--- config.mk ---
export PLATFORM = sky130hd
export DESIGN_NAME = ldst_align
export DESIGN_NICKNAME = d
export VERILOG_FILES = /design/src/rtl/ldst_align.sv
export SDC_FILE = /design/constraint.sdc
export NUM_CORES = 1
export LEC_CHECK = 0
export ABC_AREA = 1
export BUFFER_PORTS_ARGS = -buffer_cell sky130_fd_sc_hd__buf_2
export CAP_MARGIN = 20
export CELL_PAD_IN_SITES_DETAIL_PLACEMENT = 0
export CELL_PAD_IN_SITES_GLOBAL_PLACEMENT = 2
export CORE_MARGIN = 1.5
export CORE_UTILIZATION = 20
export DETAILED_ROUTE_END_ITERATION = 8
export PLACE_DENSITY = 0.92
export SYNTH_ARGS = -nofsm -noshare
export SYNTH_HDL_FRONTEND = slang
export SYNTH_SLANG_ARGS = --single-unit
--- constraint.sdc ---
create_clock -name vclk -period 2.3
set_input_delay 0.115 -clock vclk [all_inputs]
set_output_delay 0.115 -clock vclk [all_outputs]
set_load 0.02 [all_outputs]
--- src/rtl/ldst_align.sv ---
module ldst_align #(
  parameter int XW = 32,
  parameter int IW = 16
) (
  input  logic [5:0]        op,
  input  logic [XW-1:0]     base,
  input  logic [IW-1:0]     disp,
  input  logic [XW-1:0]     st_data,
  input  logic [XW-1:0]     rd_word,
  output logic [XW-3:0]     word_addr,
  output logic [XW/8-1:0]   lane_we,
  output logic [XW-1:0]     wr_data,
  output logic [XW-1:0]     ld_data,
  output logic              misalign
);
  localparam int NL = XW / 8;
  localparam logic [5:0] OP_LB  = 6'h20, OP_LH  = 6'h21, OP_LW = 6'h23,
                         OP_LBU = 6'h24, OP_LHU = 6'h25,
                         OP_SB  = 6'h28, OP_SH  = 6'h29, OP_SW = 6'h2b;

  logic [XW-1:0] ea;
  logic [1:0]    lane;
  logic [XW-1:0] rd_shift;
  logic          is_ld, is_st, uns;
  logic [1:0]    sz;
  logic [NL-1:0] mask;

  assign ea        = base + {{(XW-IW){disp[IW-1]}}, disp};
  assign lane      = ea[1:0];
  assign word_addr = ea[XW-1:2];
  assign rd_shift  = rd_word >> {lane, 3'b000};

  always_comb begin
    is_ld = 1'b0;
    is_st = 1'b0;
    uns   = 1'b0;
    sz    = 2'd0;
    case (op)
      OP_LB:  begin is_ld = 1'b1; sz = 2'd0; end
      OP_LBU: begin is_ld = 1'b1; sz = 2'd0; uns = 1'b1; end
      OP_LH:  begin is_ld = 1'b1; sz = 2'd1; end
      OP_LHU: begin is_ld = 1'b1; sz = 2'd1; uns = 1'b1; end
      OP_LW:  begin is_ld = 1'b1; sz = 2'd2; end
      OP_SB:  begin is_st = 1'b1; sz = 2'd0; end
      OP_SH:  begin is_st = 1'b1; sz = 2'd1; end
      OP_SW:  begin is_st = 1'b1; sz = 2'd2; end
      default: ;
    endcase
  end

  assign misalign = (is_ld | is_st) &
                    (((sz == 2'd1) & lane[0]) | ((sz == 2'd2) & (lane != 2'd0)));

  always_comb begin
    case (sz)
      2'd0:    mask = 4'b0001;
      2'd1:    mask = 4'b0011;
      default: mask = 4'b1111;
    endcase
  end

  assign lane_we = (is_st & ~misalign) ? NL'(mask << lane) : '0;

  always_comb begin
    wr_data = '0;
    if (is_st) begin
      case (sz)
        2'd0:    wr_data = {NL{st_data[7:0]}};
        2'd1:    wr_data = {(NL/2){st_data[15:0]}};
        default: wr_data = st_data;
      endcase
    end
  end

  always_comb begin
    ld_data = '0;
    if (is_ld & ~misalign) begin
      case (sz)
        2'd0:    ld_data = {{(XW-8){~uns & rd_shift[7]}}, rd_shift[7:0]};
        2'd1:    ld_data = {{(XW-16){~uns & rd_shift[15]}}, rd_shift[15:0]};
        default: ld_data = rd_word;
      endcase
    end
  end
endmodule

* Yosys cells after proc, flatten, opt, wreduce, memory -nomap -nowiden *
Index checks and enable logic that the tools add are counted.
W data, S select, Z words.

storage, ports and cells
  memories = 0
  memory bits (writable) = 0
  input port bits = 118
  word-level logic and storage cells = 41
  bits in registers = 0
  output and inout bits = 99
  bits in read-only memories = 0
  bits in latches = 0

operators by class
  div/mod/pow operators = 0
  add/sub/neg operators = 1
  equal/unequal tests = 10
  muxes and demuxes = 10
  reductions and logical operators = 7
  shift operators = 2
  multiply operators = 0
  bitwise gates (word level) = 11
  $lt $le $gt $ge = 0

operator list
  kind                  number
  $pmux W32 S2          2
  $mux W32              2
  $eq A6 B6 Y1 const B  8
  $add A32 B32 Y32      1
  $shr A32 B5 Y16       1
  $pmux W4 S2           1
  $and A1 B1 Y1         7
  $reduce_or A3 Y1      2
  $reduce_or A5 Y1      1
  $mux W4               1
  $pmux W2 S2           1
  $reduce_or A2 Y1      2
  $shl A4 B2 Y4         1
  $mux W1               3
  $eq A2 B1 Y1 const B  1
  $eq A2 B2 Y1 const B  1
  $logic_not A2 Y1      1
  $not A1 Y1            2
  $or A1 B1 Y1          2
  $reduce_bool A2 Y1    1

* Logic depth before layout (Yosys ltp) *
Gate-level depths: netlist (run 1).

  word-level depth = 10
  gate-level depth with buffers = 13
  depth with buffers taken out = 12

* Worst setup path after synthesis (run 1) *
OpenSTA, ideal clock, no wires.

  kind = input-to-output
  from = input base[0]
  to = output lane_we[3]
  arrival time = 1.979 ns
  stages = 10
  path buffers = 1
  path slack = 0.206 ns
  required time = 2.185 ns
  path through = ha_1 inv_1 fa_1 inv_2 nor2_2 buf_4 inv_2 nand2_2 nand3_1 nor3b_1

between the ends
  word-level cells in the longest chain between the ends = 8
  elaborated cells between the ends (all ways) = 10
  those cells by class = add/sub: 1; shift: 1; mux: 1; bitwise: 6; reduce/logical: 1

RTL lines
  element               RTL line  source
  start: declaration    6         input logic [XW-1:0] base,
  $add A32 B32 Y32 (*)  28        assign ea = base + {{(XW-IW){disp[IW-1]}}, disp};
  $reduce_bool A2 Y1    52        (((sz == 2'd1) & lane[0]) | ((sz == 2'd2) & (lane != 2'd0)));
  $and A1 B1 Y1         52
  $or A1 B1 Y1          52
  $and A1 B1 Y1         51        assign misalign = (is_ld | is_st) &
  $not A1 Y1            62        assign lane_we = (is_st & ~misalign) ? NL'(mask << lane) : '0;
  $and A1 B1 Y1         62
  $mux W4 (*)           62
  end: declaration      11        output logic [XW/8-1:0] lane_we,

Mark *: on every way between the ends. The rest lies on a longest branch, timed or not.

* Final worst setup path (run 1) *
  from = input base[0]
  to = output ld_data[26]

between the ends
  word-level cells in the longest chain between the ends = 8
  elaborated cells between the ends (all ways) = 13
  those cells by class = add/sub: 1; shift: 1; mux: 2; bitwise: 8; reduce/logical: 1

RTL lines
  element                                                                  RTL line  source
  $add A32 B32 Y32 (*)                                                     28
  parallel branches: the longest is 6 deep, another holds $shr A32 B5 Y16  --
  $mux W32 (*)                                                             77        if (is_ld & ~misalign) begin
  end: declaration                                                         13        output logic [XW-1:0] ld_data,

Every way passes the cells marked *.

==> run_results.csv, run 1 <==
group,metric,value,unit
power,seqPwrFrac,0,%
synth,synthCells,823,
power,power_frac_comb,100.0,%
die,rows,50,
status,outcome,"finished clean",
synth,avgSynthCellArea,4.66,µm²
die,start_util,20.4,%
setup_path,slowest_delay,460,ps
timing,tightest_slew,348,ps
power,p_leak,3.68,nW
cells_and_area,fin_area,5320,µm²
die,core-area,18800,µm²
die,die_area,20000,µm²
timing,rsz0062_at_grt,"false",
setup_path,cp.arrival,2070,ps
cells_and_area,final_util,28.3,%
die,io_pins,217,
drt,drc,0,
placement,post-place-cells,1269,
cells_and_area,nClkBuffers,0,
synth,synth_cell_types,37,
setup_path,path_max_fanout,8,
cells_and_area,syn_to_final_growth,38.6,%
cells_and_area,nets,1190,
placement,gp_congestion,0.827,
power,power.density,264,nW/µm²
die,fp.dieW,141,µm
drt,routed_wl,15500,µm
power,internal_power,505,µW
setup_path,worstSetupStartpointType,"primary input",
setup_path,slowest_stage,"fa_2",
cells_and_area,layoutNonFillerInstCount,1272,
setup_path,end_kind,"output port",
cells_and_area,layout-drive-gt1-share,26.5,%
placement,port_buffers,217,
synth,synth_nets,973,
power,clkPwrFrac,0,%
timing,post-route-period-util,95.1,%
synth,synth_area,3830,µm²
power,ir_drop,0.122,mV
global_routing,grt_usage,14.4,%
timing,fin_crit,2190,ps
placement,dpl.hpwl,13400,µm
cells_and_area,seq_cells,0,
global_routing,grt_pass1_wl,24100,µm
timing,maxSlewViolCount,0,
power,power_switching_share,64.0,%
placement,dpl-instance-area,5240,µm²
drt,ant_nets,0,
cells_and_area,num_antenna_cells,0,
timing,clock.fmax,457,MHz
job,cap_violations,0,
timing,slew_headroom,76.6,%
drt,via_per_inst,4.25,
setup_path,path_cells,"buf_2 > ha_4 > inv_2 > fa_2 > buf_4 > nor2_2 > nand2_1 > o211ai_1 > nand3_2 > nand3_4 > nand2_2 > inv_2 > buf_2",
hold_path,hp-class,"primary input to output port",
drt,drt_iter0_markers,204,
timing,hold_viol,0,
setup_path,crit_required,2180,ps
die,die_h,141,µm
hold_path,min_to,"wr_data[5]",
power,power.net_switching,900,µW
hold_path,min_path_cells,4,
setup_path,crit_path_start,"base[0]",
cells_and_area,regArea,0,µm²
global_routing,grt_antenna_before_repair,0,
global_routing,grt_pass1_vias,4871,
global_routing,overflow,0,
drt,via_count,5405,
synth,yosysWarnings,0,
synth,yosysSeqAreaShare,0,%
setup_path,crit_type,"primary input to output port",
drt,firstDrtPassIters,4,
timing,setup_violations,0,
global_routing,grt_max_degree,51,
drt,wire_per_inst,12.2,µm
cells_and_area,fillerInstances,2285,
hold_path,worstHoldStart,"st_data[5]",
## kinds of logic (layout without fill, tap and decap cells)
kind of cell / Yosys count / count (layout) / synth area share (%)
AOI/OAI and AO/OA: 83 / 83 / 13.0
buffers and inverters: 186 / 400 / 18.8
xor gates and xnor gates: 15 / 15 / 3.43
and+or+nand+nor: 507 / 508 / 54.2
adders and majority gates: 32 / 32 / 10.6
## stage by stage
step	setup WS [ps]	hold WS, ps	total power, mW	TNS, ps
after floorplan	206	371	0.901	0
after global placement	-14.7	578	1.38	-14.7
after detailed placement	-45.7	583	1.38	-45.7
after CTS	47.6	583	1.38	0
after global routing	15.7	599	1.57	0
final	113	584	1.41	0
## power groups by stage
stage / Combinational (mW) / Clock [mW] / Sequential, mW
after floorplan: 0.901 / 0 / 0
after global placement: 1.38 / 0 / 0
after detailed placement: 1.38 / 0 / 0
after CTS: 1.38 / 0 / 0
after global routing: 1.57 / 0 / 0
final: 1.41 / 0 / 0
## final cells by class
class                      instances  area [µm²]  area share (%)
multi-input combinational        638        3150            59.3
tap                              234         293            5.51
inverter                         171         644            12.1
timing repair buffer             229        1220            23.0
## cells in the final DEF, fill, tap and decap left out, types with 12 or more instances in the layout
master,netlist,layout
nand2_1,293,293
xor2_1,12,12
o21ai_0,14,13
buf_4,1,17
a21oi_1,29,29
ha_1,31,30
inv_1,154,153
inv_2,15,16
nor2_1,139,138
o22ai_1,15,15
nand2_2,14,14
buf_2,4,209
nand3_1,38,38
## what timing repair did
item                                    4_1_cts  5_1_grt
setup buffers                                 0        2
gates cloned                                  0        1
endpoints found under the setup margin        1       33
hold buffers                                  0        0
pin swaps                                     0        7
gates resized for setup                       1       16
## worst max-delay path by stage
stage / to / slack (ps)
after floorplan: lane_we[3] / 210
after global placement: ld_data[0] / -10
after detailed placement: ld_data[0] / -50
after CTS: ld_data[0] / 50
after global routing: ld_data[18] / 20
final: ld_data[26] / 110
## worst max-delay path, delay by kind of cell
family | cells | cell delay, ps
simple gates | 5 | 690
fa+ha+maj | 2 | 620
buf+inv | 5 | 500
compound gates | 1 | 140
## per-layer routing
layer	GRT usage [%]	vias to the layer above	part of all wire, %
li1	-	2950	-
met1	18.8	2304	46
met2	27.5	149	49
met3	1.01	2	5.1
met4	0.271	0	0.12
met5	0	-	0
## synth_stat cells (3+ instances only)
cell type  instances  area share, %
clkbuf_1           5           0.49
o22ai_1           15            2.4
inv_2             15            1.5
nor2_2             4           0.65
o211ai_1          10            2.0
ha_1              31             10
o21ai_0           14            1.8
buf_1              4           0.39
inv_1            154             15
nor2_1           139             14
nand4_1            5           0.82
o221ai_1           3           0.69
nor3_1             5           0.65
nand2_2           14            2.3
nand3_1           38            5.0
o21bai_1           3           0.59
xnor2_1            3           0.69
buf_2              4           0.52
a21oi_1           29            3.8
nand2_1          293             29
xor2_1            12            2.7
a211oi_1           4           0.78
No activity file was read; power rests on OpenSTA's default activity.
==> inputs of run 2 (changes only) <==
Settings changed: BUFFER_PORTS_ARGS -buffer_cell sky130_fd_sc_hd__buf_2 to not set, CORE_UTILIZATION 20 to 29, DONT_BUFFER_PORTS set to 1, SLEW_MARGIN set to 20.
==> run 2 against run 1 <==
Cell count fell by 21%. Critical path depth is 2 lower. Power down 20%. Wire length is 14% lower. Via count fell by 12%. Sequential share of layout area is the same. Count of clock-buffer cells in the layout is the same. Global-route usage is 3.3 points higher. Core utilization rose by 4.5 points. Non-clock buffer count is 202 lower. Design area shrank 21%. Highest routed layer unchanged.
==> run_results.csv, run 2 (synthesis gave the netlist of run 1 again) <==
group,metric,value,unit
status,outcome,"finished clean",
cells_and_area,syn_to_final_growth,9.36,%
timing,hold_viol,0,
global_routing,overflow,0,
power,internal_power,336,µW
global_routing,grt_usage,17.7,%
drt,wire_per_inst,13.2,µm
cells_and_area,multi_input_area,3130,µm²
drt,drt_iter0_markers,309,
setup_path,path_delay_family,"adder cells",
power,power_frac_comb,100.0,%
hold_path,hp-class,"primary input to output port",
cells_and_area,layoutNonFillerInstCount,1008,
timing,slew_headroom,66.5,%
drt,routed_wl,13300,µm
setup_path,crit_required,2180,ps
power,power.density,269,nW/µm²
timing,setup_tns,0,ps
timing,maxSlewViolCount,0,
die,die_area,13900,µm²
global_routing,grt_antenna_before_repair,0,
die,io_pins,217,
global_routing,grt_pass1_vias,4319,
die,die_h,118,µm
die,start_util,30.0,%
cells_and_area,num_antenna_cells,0,
drt,drc,0,
power,clkPwrFrac,0,%
die,fp.dieW,118,µm
job,cap_violations,0,
setup_path,cp.arrival,2040,ps
placement,dpl_worst_slack,95.5,ps
setup_path,end_kind,"output port",
power,p_leak,2.78,nW
timing,clock.fmax,465,MHz
setup_path,critPathBufInv,5,
power,seqPwrFrac,0,%
timing,tightest_slew,501,ps
placement,gp_congestion,0.920,
cells_and_area,seq_cells,0,
die,core-area,12800,µm²
power,total_power,1.13,mW
setup_path,path_max_fanout,8,
clock_tree,cts_setup_buffers,0,
drt,firstDrtPassIters,4,
die,rows,41,
placement,dpl.hpwl,11400,µm
timing,setup_slack,150,ps
setup_path,cpMostUsedCell,"buf_4",
power,power_switching_share,70.3,%
global_routing,grt_max_degree,44,
power,power.net_switching,794,µW
setup_path,worstSetupStartpointType,"primary input",
cells_and_area,layout-drive-gt1-share,8.25,%
drt,via_count,4746,
placement,port_buffers,0,
global_routing,grt_pass1_wl,21000,µm
setup_path,slowest_delay,590,ps
timing,rsz0062_at_grt,"true",
timing,post-route-period-util,93.5,%
cells_and_area,nClkBuffers,0,
cells_and_area,layout_commonest_cell,"nand2_1",
power,ir_drop,0.120,mV
timing,setup_violations,0,
cells_and_area,fillerInstances,1512,
cells_and_area,regArea,0,µm²
setup_path,slowest_stage,"fa_1",
drt,ant_nets,0,
setup_path,path_cells,"ha_1 > inv_1 > fa_1 > inv_2 > nor2_2 > buf_4 > nor2_1 > buf_4 > o21ai_0 > nor2_1 > buf_4",
drt,via_per_inst,4.71,
timing,fin_crit,2150,ps
cells_and_area,nets,988,
placement,post-place-cells,1007,
clock_tree,cts_hold_buf,0,
cells_and_area,final_cell_mix,"nand2_1, inv_1, nor2_1",
setup_path,crit_type,"primary input to output port",
==> run 2: area by class of cell <==
| cell class | instances | share of cell area (%) |
|---|---|---|
| inverter | 171 | 15.4 |
| multi-input combinational | 638 | 74.7 |
| tap | 172 | 5.13 |
| timing repair buffer | 27 | 4.83 |
==> run 2: per-stage QoR <==
step / cell area, µm² / hold WS, ps / utilization (%)
floorplan: 3830 / 371 / -
global placement: 4180 / 378 / 32.7
detailed placement: 4180 / 381 / 32.7
CTS: 4180 / 382 / 32.7
global route: 4190 / 396 / 32.8
finish: 4190 / 383 / 32.8
==> run 2: power groups by stage <==
stage / registers, mW / clock network [mW] / logic (mW)
finish: 0 / 0 / 1.13
global route: 0 / 0 / 1.27
CTS: 0 / 0 / 1.13
detailed placement: 0 / 0 / 1.12
global placement: 0 / 0 / 1.12
floorplan: 0 / 0 / 0.901
==> run 2: metal layers <==
layer  up-vias  wire [µm]  global-route usage, %
met2       141       6710                   34.1
met5         -          0                      0
met3         8        949                   3.68
li1       2537          -                      -
met4         0         97                   1.52
met1      2060       5530                   20.8
==> run 2: final timing paths <==
path	start	to	slack, ps	depth (start not counted)
max	base[0]	ld_data[2]	150	11
min	st_data[1]	wr_data[1]	380	2
==> run 2: repair_timing <==
item,in CTS,in global routing
setup endpoints to repair,0,16
resized for setup,0,1
hold endpoints to repair,0,0
